File: config.mk
export PLATFORM = sky130hd
export DESIGN_NAME = lt_addr_walker
export DESIGN_NICKNAME = d
export VERILOG_FILES = /design/src/rtl/lt_addr_walker.sv
export SDC_FILE = /design/constraint.sdc
export NUM_CORES = 1
export LEC_CHECK = 0
export ABC_AREA = 1
export BUFFER_PORTS_ARGS = -buffer_cell sky130_fd_sc_hd__clkbuf_2
export CELL_PAD_IN_SITES_DETAIL_PLACEMENT = 0
export CELL_PAD_IN_SITES_GLOBAL_PLACEMENT = 2
export CORE_MARGIN = 2
export CORE_UTILIZATION = 40
export DETAILED_ROUTE_END_ITERATION = 6
export GPL_TIMING_DRIVEN = 1
export PLACE_DENSITY = 0.95
export SETUP_SLACK_MARGIN = 0.05
export SKIP_CTS_REPAIR_TIMING = 1
export SLEW_MARGIN = 10
export SYNTH_ARGS = -nofsm -noshare
export SYNTH_HDL_FRONTEND = slang
export SYNTH_SLANG_ARGS = --single-unit
File: constraint.sdc
create_clock -name clk -period 9.1 [get_ports clk]
set_clock_uncertainty 0.1 [all_clocks]
set_input_delay 0.91 -clock clk [delete_from_list [all_inputs] [get_ports clk]]
set_output_delay 0.91 -clock clk [all_outputs]
set_load 0.1 [all_outputs]
File: src/rtl/lt_addr_walker.sv
module lt_addr_walker #(
  parameter int CW = 16,
  parameter int AW = 32
) (
  input  logic          clk,
  input  logic          rst_n,
  input  logic          start,
  input  logic [CW-1:0] org_x,
  input  logic [CW-1:0] org_y,
  input  logic [CW-1:0] box_w,
  input  logic [CW-1:0] box_h,
  input  logic [1:0]    pix_sz,
  input  logic [AW-1:0] row_pitch,
  output logic          busy,
  output logic          aligned,
  output logic          mask_err,
  output logic          out_valid,
  input  logic          out_ready,
  output logic [AW-1:0] out_offset,
  output logic          done
);

  function automatic logic [31:0] swz_x(input logic [31:0] v, input logic [1:0] sz);
    case (sz)
      2'd0:    swz_x = {v[28:3], 3'b000, v[2:0]};
      2'd1:    swz_x = {v[28:3], 2'b00, v[2:0], 1'b0};
      2'd2:    swz_x = {v[27:2], 2'b00, v[1:0], 2'b00};
      default: swz_x = {v[26:1], 2'b00, v[0], 3'b000};
    endcase
  endfunction

  function automatic logic [31:0] swz_y(input logic [31:0] v, input logic [1:0] sz);
    if (sz == 2'd0) swz_y = {26'd0, v[2:0], 3'b000};
    else            swz_y = {26'd0, v[1:0], 4'b0000};
  endfunction

  logic [CW-1:0] w_r, h_r, col, row;
  logic [AW-1:0] xmask_r, ymask_r, incr_r, x0_r, xo_r, yo_r;

  wire go   = start && !busy;
  wire fire = busy && out_ready;

  wire [1:0] tw_lg = (pix_sz == 2'd3) ? 2'd1 : (pix_sz == 2'd2) ? 2'd2 : 2'd3;
  wire [1:0] th_lg = (pix_sz == 2'd0) ? 2'd3 : 2'd2;
  wire [CW-1:0] tw_m = CW'((1 << tw_lg) - 1);
  wire [CW-1:0] th_m = CW'((1 << th_lg) - 1);

  wire [AW-1:0] st_incr = swz_x(row_pitch >> pix_sz, pix_sz);
  wire [CW-1:0] st_trow = org_y >> th_lg;
  wire [AW-1:0] st_x0   = swz_x({{(32-CW){1'b0}}, org_x}, pix_sz)
                          + st_incr * {{(AW-CW){1'b0}}, st_trow};
  wire st_empty = (box_w == '0) || (box_h == '0);
  wire st_align = ((org_x & tw_m) == '0) && ((box_w & tw_m) == '0) &&
                  ((org_y & th_m) == '0) && ((box_h & th_m) == '0);

  wire last_col = (col == w_r - 1'b1);
  wire last_row = (row == h_r - 1'b1);
  wire [AW-1:0] y_next = (yo_r - ymask_r) & ymask_r;
  wire [AW-1:0] x_next = (xo_r - xmask_r) & xmask_r;

  assign out_valid  = busy;
  assign out_offset = yo_r + xo_r;
  assign mask_err   = |(xmask_r & ymask_r);

  always_ff @(posedge clk or negedge rst_n) begin
    if (!rst_n) begin
      busy <= 1'b0; done <= 1'b0; aligned <= 1'b0;
      w_r <= '0; h_r <= '0; col <= '0; row <= '0;
      xmask_r <= '0; ymask_r <= '0; incr_r <= '0;
      x0_r <= '0; xo_r <= '0; yo_r <= '0;
    end else begin
      done <= 1'b0;
      if (go) begin
        w_r     <= box_w;
        h_r     <= box_h;
        col     <= '0;
        row     <= '0;
        xmask_r <= swz_x('1, pix_sz);
        ymask_r <= swz_y('1, pix_sz);
        incr_r  <= st_incr;
        x0_r    <= st_x0;
        xo_r    <= st_x0;
        yo_r    <= swz_y({{(32-CW){1'b0}}, org_y}, pix_sz);
        aligned <= st_align;
        busy    <= !st_empty;
        done    <= st_empty;
      end else if (fire) begin
        if (last_col) begin
          col  <= '0;
          row  <= row + 1'b1;
          yo_r <= y_next;
          if (y_next == '0) begin
            x0_r <= x0_r + incr_r;
            xo_r <= x0_r + incr_r;
          end else begin
            xo_r <= x0_r;
          end
          if (last_row) begin
            busy <= 1'b0;
            done <= 1'b1;
          end
        end else begin
          col  <= col + 1'b1;
          xo_r <= x_next;
        end
      end
    end
  end

endmodule


Word-level counts from Yosys, hierarchy flattened:

Index checks and enable logic that the tools add are counted.

* bits in registers: 259
* input bits: 102
* output and inout port bits: 37
* logic and storage cells: 95

* add/sub/neg operators: 11
* multiply operators: 1
* eq/ne operators: 5
* shift-type cells: 4
* multiplexer cells: 32
* bitwise operators: 7
* reductions and logical operators: 22

Operator list (number)
* 2-to-1 mux 32 bit: 10
* adder 32 bit: 3
* bitwise AND 32 bit: 3
* logical NOT 16 bit: 6
* 2-to-1 mux 16 bit: 6
* one-hot mux 32 bit (3 select lines): 1
* bitwise AND 16 bit: 4
* subtractor 32 bit: 2
* one-hot mux 21 bit (3 select lines): 1
* adder 16 x 1 -> 16 bit (second input constant): 2
* == test 16 bit: 2
* logical NOT 32 bit: 1
* multiplier 32 x 16 -> 32 bit: 1
* OR reduction 32 bit: 1
* << shifter 1 x 2 -> 16 bit (first input constant): 2
* >> shifter 32 x 2 -> 29 bit: 1
* subtractor 16 x 1 -> 16 bit (second input constant): 2
* subtractor 16 x 2 -> 16 bit (second input constant): 2
* >> shifter 16 x 2 -> 16 bit: 1
* one-hot mux 4 bit (3 select lines): 1
* 2-to-1 mux 1 bit: 10
* 2-to-1 mux 6 bit: 1
* nonzero test 2 bit: 3
* logical AND 1 bit: 5
* 9 further kinds: 11

Logic depth before layout (Yosys ltp):

* depth in word-level cells: 10
* gate-level depth with buffers: 39
* depth with buffers taken out: 36

Worst setup path after synthesis:

OpenSTA, ideal clock, no wires.

* path kind: input to register
* from: input port pix_sz[0]
* to: register xo_r[23]
* library setup time: 117 ps
* arrival time: 7011 ps
* data required time: 8883 ps
* setup slack: 1872 ps
* stages on the path: 28
* buffers on the path: 3
* cell sequence: buf_4 > inv_1 > nand2_2 > buf_2 > buf_1 > nor2_1 > a21oi_1 > nor2_1 > fa_1 > inv_1 > fa_1 > fa_1 > inv_1 > fa_1 > fa_1 > inv_1 > fa_1 > inv_1 > ha_1 > a21o_1 > a31oi_1 > nand3_1 > a21oi_1 > o21ai_0 > o21ai_0 > nand3_1 > nand2_1 > nand2_1

* cells in the longest elaborated chain, start to end: 6
* elaborated cells between the ends (all ways): 11
* classes of those cells: add/sub: 1; mul: 1; eq/ne: 2; shift: 2; mux: 4; reduce/logical: 1

RTL lines
* start: declaration: line 12 `input logic [1:0] pix_sz,`
* logical NOT 2 bit: line 24, 44
* 2-to-1 mux 1 bit: line 44 `wire [1:0] th_lg = (pix_sz == 2'd0) ? 2'd3 : 2'd2;`
* >> shifter 16 x 2 -> 16 bit: line 49 `wire [CW-1:0] st_trow = org_y >> th_lg;`
* multiplier 32 x 16 -> 32 bit: line 51 `+ st_incr * {{(AW-CW){1'b0}}, st_trow};`
* adder 32 bit (*): line 51
* 2-to-1 mux 32 bit (*): line 73 `if (go) begin`
* end signal: assignment: line 82 `xo_r <= st_x0;`
* end signal: assignment: line 94 `xo_r <= x0_r + incr_r;`
* end signal: assignment: line 96 `xo_r <= x0_r;`
* end: declaration: line 38 `logic [AW-1:0] xmask_r, ymask_r, incr_r, x0_r, xo_r, yo_r;`

Mark *: on every way between the ends. The rest lies on a longest branch, timed or not.
A chain may end at the register's enable or synchronous reset.

Worst setup path in the final report:

* from: input port pix_sz[0]
* to: register xo_r[28]

The elaborated chain is that of the path after synthesis.

==> impl_metrics.json <==
{
  "finalWeightedCongestion": 0.9486,
  "ys_async_sr_fraction_pct": 100.0,
  "critPathKind": "input port to flip-flop",
  "grt_max_degree": 93,
  "cts_num_sinks": 169,
  "crit_path_start_kind": "input port",
  "critical_path_required_ns": 9.35,
  "cp_max_fo": 31,
  "wl_met2_um": 40690,
  "clkLatencyLatePin_ns": 0.46,
  "postSynthCellCount": 3773,
  "numPortBuffers": 136,
  "ys.warnings.count": 0,
  "grt_pass1_vias": 24550,
  "start_util_pct": 40.51,
  "drcViolationCount": 0,
  "synth_edf_count": 0,
  "period_share_pct": 89.43,
  "syn2layout_area_growth_pct": 9.179,
  "cp-end-kind": "flip-flop",
  "period_minus_slack_ns": 8.138,
  "status": "finished clean",
  "synth_area_per_cell_sq_um": 6.922,
  "fin_nets": 4435,
  "synth_area_sq_um": 26120,
  "setup_violations": 0,
  "worstPathArrival_ns": 8.39,
  "slowest_stage": "fa_1",
  "synth_ff_type": "dfrtp_1",
  "setup_tns_ns": 0,
  "ios": 139,
  "hold_viol_final": 0,
  "yosysUniqueCellTypes": 57,
  "grt_use_total_pct": 26.22,
  "hold_class": "input port to asynchronous set/reset pin",
  "cts_max_level": 4,
  "drive_gt1_share_pct": 7.324,
  "ant_nets": 0,
  "cts.path.max_buffers": 2,
  "cts_tree": "yes",
  "syn_nets": 4315,
  "maxCapViolCount": 0,
  "highest_layer": "met5",
  "die_area_sq_um": 67350,
  "coreArea_sq_um": 64460,
  "yosysSeqAreaShare_pct": 16.19,
  "cpMostUsedCell": "inv_1",
  "viasPerCell": 5.126,
  "synth_area_leaders": "fa_1 20%, dfrtp_1 16%, nand2_1 12%",
  "cts.clk_slew.worst_paths_ns": 0.07,
  "gr-total-overflow": 0,
  "grt_antenna_before_repair": 3,
  "fp-row-count": 93,
  "slew_violations": 0,
  "insertedDiodeCount": 0,
  "met1_length_um": 39260,
  "totalWireLength_um": 86660,
  "yosysTopAreaCell": "fa_1",
  "dieHeight_um": 259.5,
  "via_count": 24400,
  "dp_hpwl_um": 71050,
  "cts_made_buffers": 17,
  "clock.fmax_mhz": 122.9,
  "synth_top_area_share_pct": 20.39,
  "die_w_um": 259.5,
  "drtPass1Iterations": 5,
  "grt_pass1_wl_um": 137500,
  "wl_per_cell_um": 18.21,
  "rsz0062_at_grt": "no",
  "drt_iter0_drc": 1540,
  "wl_met3_um": 4381,
  "slew_headroom_pct": 27.39,
  "cts_root_buf": "clkbuf_16",
  "critPathMaxStageDelay_ns": 0.54,
  "tightest_slew_ns": 1.089,
  "ys_seq_elements": 169
}
[cells in the mapped netlist, types with 9 or more instances]
master,count
nand3_1,206
a21oi_2,10
inv_1,759
fa_1,266
nand4_1,51
buf_2,10
nor2_1,422
a21oi_1,174
nor4_1,21
xnor2_1,42
o22ai_1,15
nand2_1,842
a21o_1,14
ha_1,174
dfrtp_1,169
buf_1,13
nor3_1,53
o21ai_0,218
buf_4,11
xor2_1,106
o21ai_1,9
o31ai_2,12
clkbuf_1,59
o21bai_1,15
[worst paths after layout]
kind	start	to	slack, ns	cells after the start
setup / recovery	pix_sz[0]	xo_r[28]	0.96	32
hold / removal	rst_n	w_r[11]	0.23	1
setup reg to reg	xmask_r[30]	xo_r[16]	5.42	17
hold reg to reg	h_r[15]	h_r[15]	0.40	2
max in group asynchronous	rst_n	incr_r[17]	6.49	3
min in group clk	h_r[15]	h_r[15]	0.40	2
[routing by layer]
layer,track usage [%],vias to the layer above
li1,-,12000
met1,35.65,11660
met2,44.42,629
met3,2.509,108
met4,7.328,6
met5,0,-
[registers in the layout (all words and copies together) (netlist names)]
| signal | flops |
|---|---|
| incr_r | 30 |
| w_r | 16 |
| col | 16 |
| h_r | 16 |
| row | 16 |
| xo_r | 32 |
| x0_r | 32 |
| busy | 1 |
| yo_r | 3 |
| xmask_r | 5 |
| aligned | 1 |
| done | 1 |
[cell families (layout without fill, tap and decap cells)]
group           after synthesis  count (layout)  share of synthesized area, %
compound gates              514             514                         11.18
xor+xnor                    148             148                         4.963
fa+ha+maj                   440             440                         28.73
buf+inv                     868            1000                         12.88
flops                       169             169                         16.19
other cells                   1               1                       0.01436
simple gates               1633            1633                         26.04
[final cells by class]
| class | instances | area [sq um] |
|---|---|---|
| Inverter | 769 | 2897 |
| Sequential cell | 169 | 4229 |
| Clock buffer | 18 | 439.2 |
| Fill cell | 6958 | 35950 |
| Timing Repair Buffer | 200 | 1167 |
| Clock inverter | 13 | 178.9 |
| Tap cell | 855 | 1070 |
| Multi-Input combinational cell | 2736 | 18530 |
[cells in the final DEF (no fill, tap or decap), types with 5 or more instances in the layout]
master,instances
clkinv_1,5
xnor2_1,42
dfrtp_1,169
nor4_1,21
a21boi_0,7
o21ai_1,15
nand3b_1,7
ha_1,174
nor2_2,5
o21bai_1,15
nor2_1,420
fa_1,266
nor3_1,53
nand2_1,842
inv_6,5
clkbuf_2,135
or2_2,7
xor2_1,106
nand3_1,206
inv_1,758
a21oi_1,174
o22ai_1,15
a31oi_1,6
a21o_1,14
o21a_1,7
nand4_1,51
buf_4,64
o31ai_2,12
clkbuf_16,17
a21oi_2,10
o21ai_0,212
[worst max-delay path, delay by kind of cell]
family / cells / cell delay (ns)
compound gates: 2 / 0.36
fa+ha+maj: 7 / 3.38
buf+inv: 9 / 1.31
simple gates: 14 / 2.39
[metrics by stage]
stage | setup slack, ns | util (%) | hold slack (ns) | cells | cell area (sq um)
floorplan | 1.872 | - | 0.3557 | 3773 | 26120
global placement | 0.6192 | 43.27 | 0.3715 | 4729 | 27900
detailed placement | 0.5698 | 43.27 | 0.3794 | 4729 | 27900
CTS | 1.049 | 44.23 | 0.2381 | 4760 | 28510
global route | 0.5455 | 44.23 | 0.2561 | 4760 | 28510
finish | 0.9619 | 44.23 | 0.2337 | 4760 | 28510
Power is left out: the tool's default activity adds up to more than one toggle a clock period on the data nets, which glitch-free logic cannot reach.
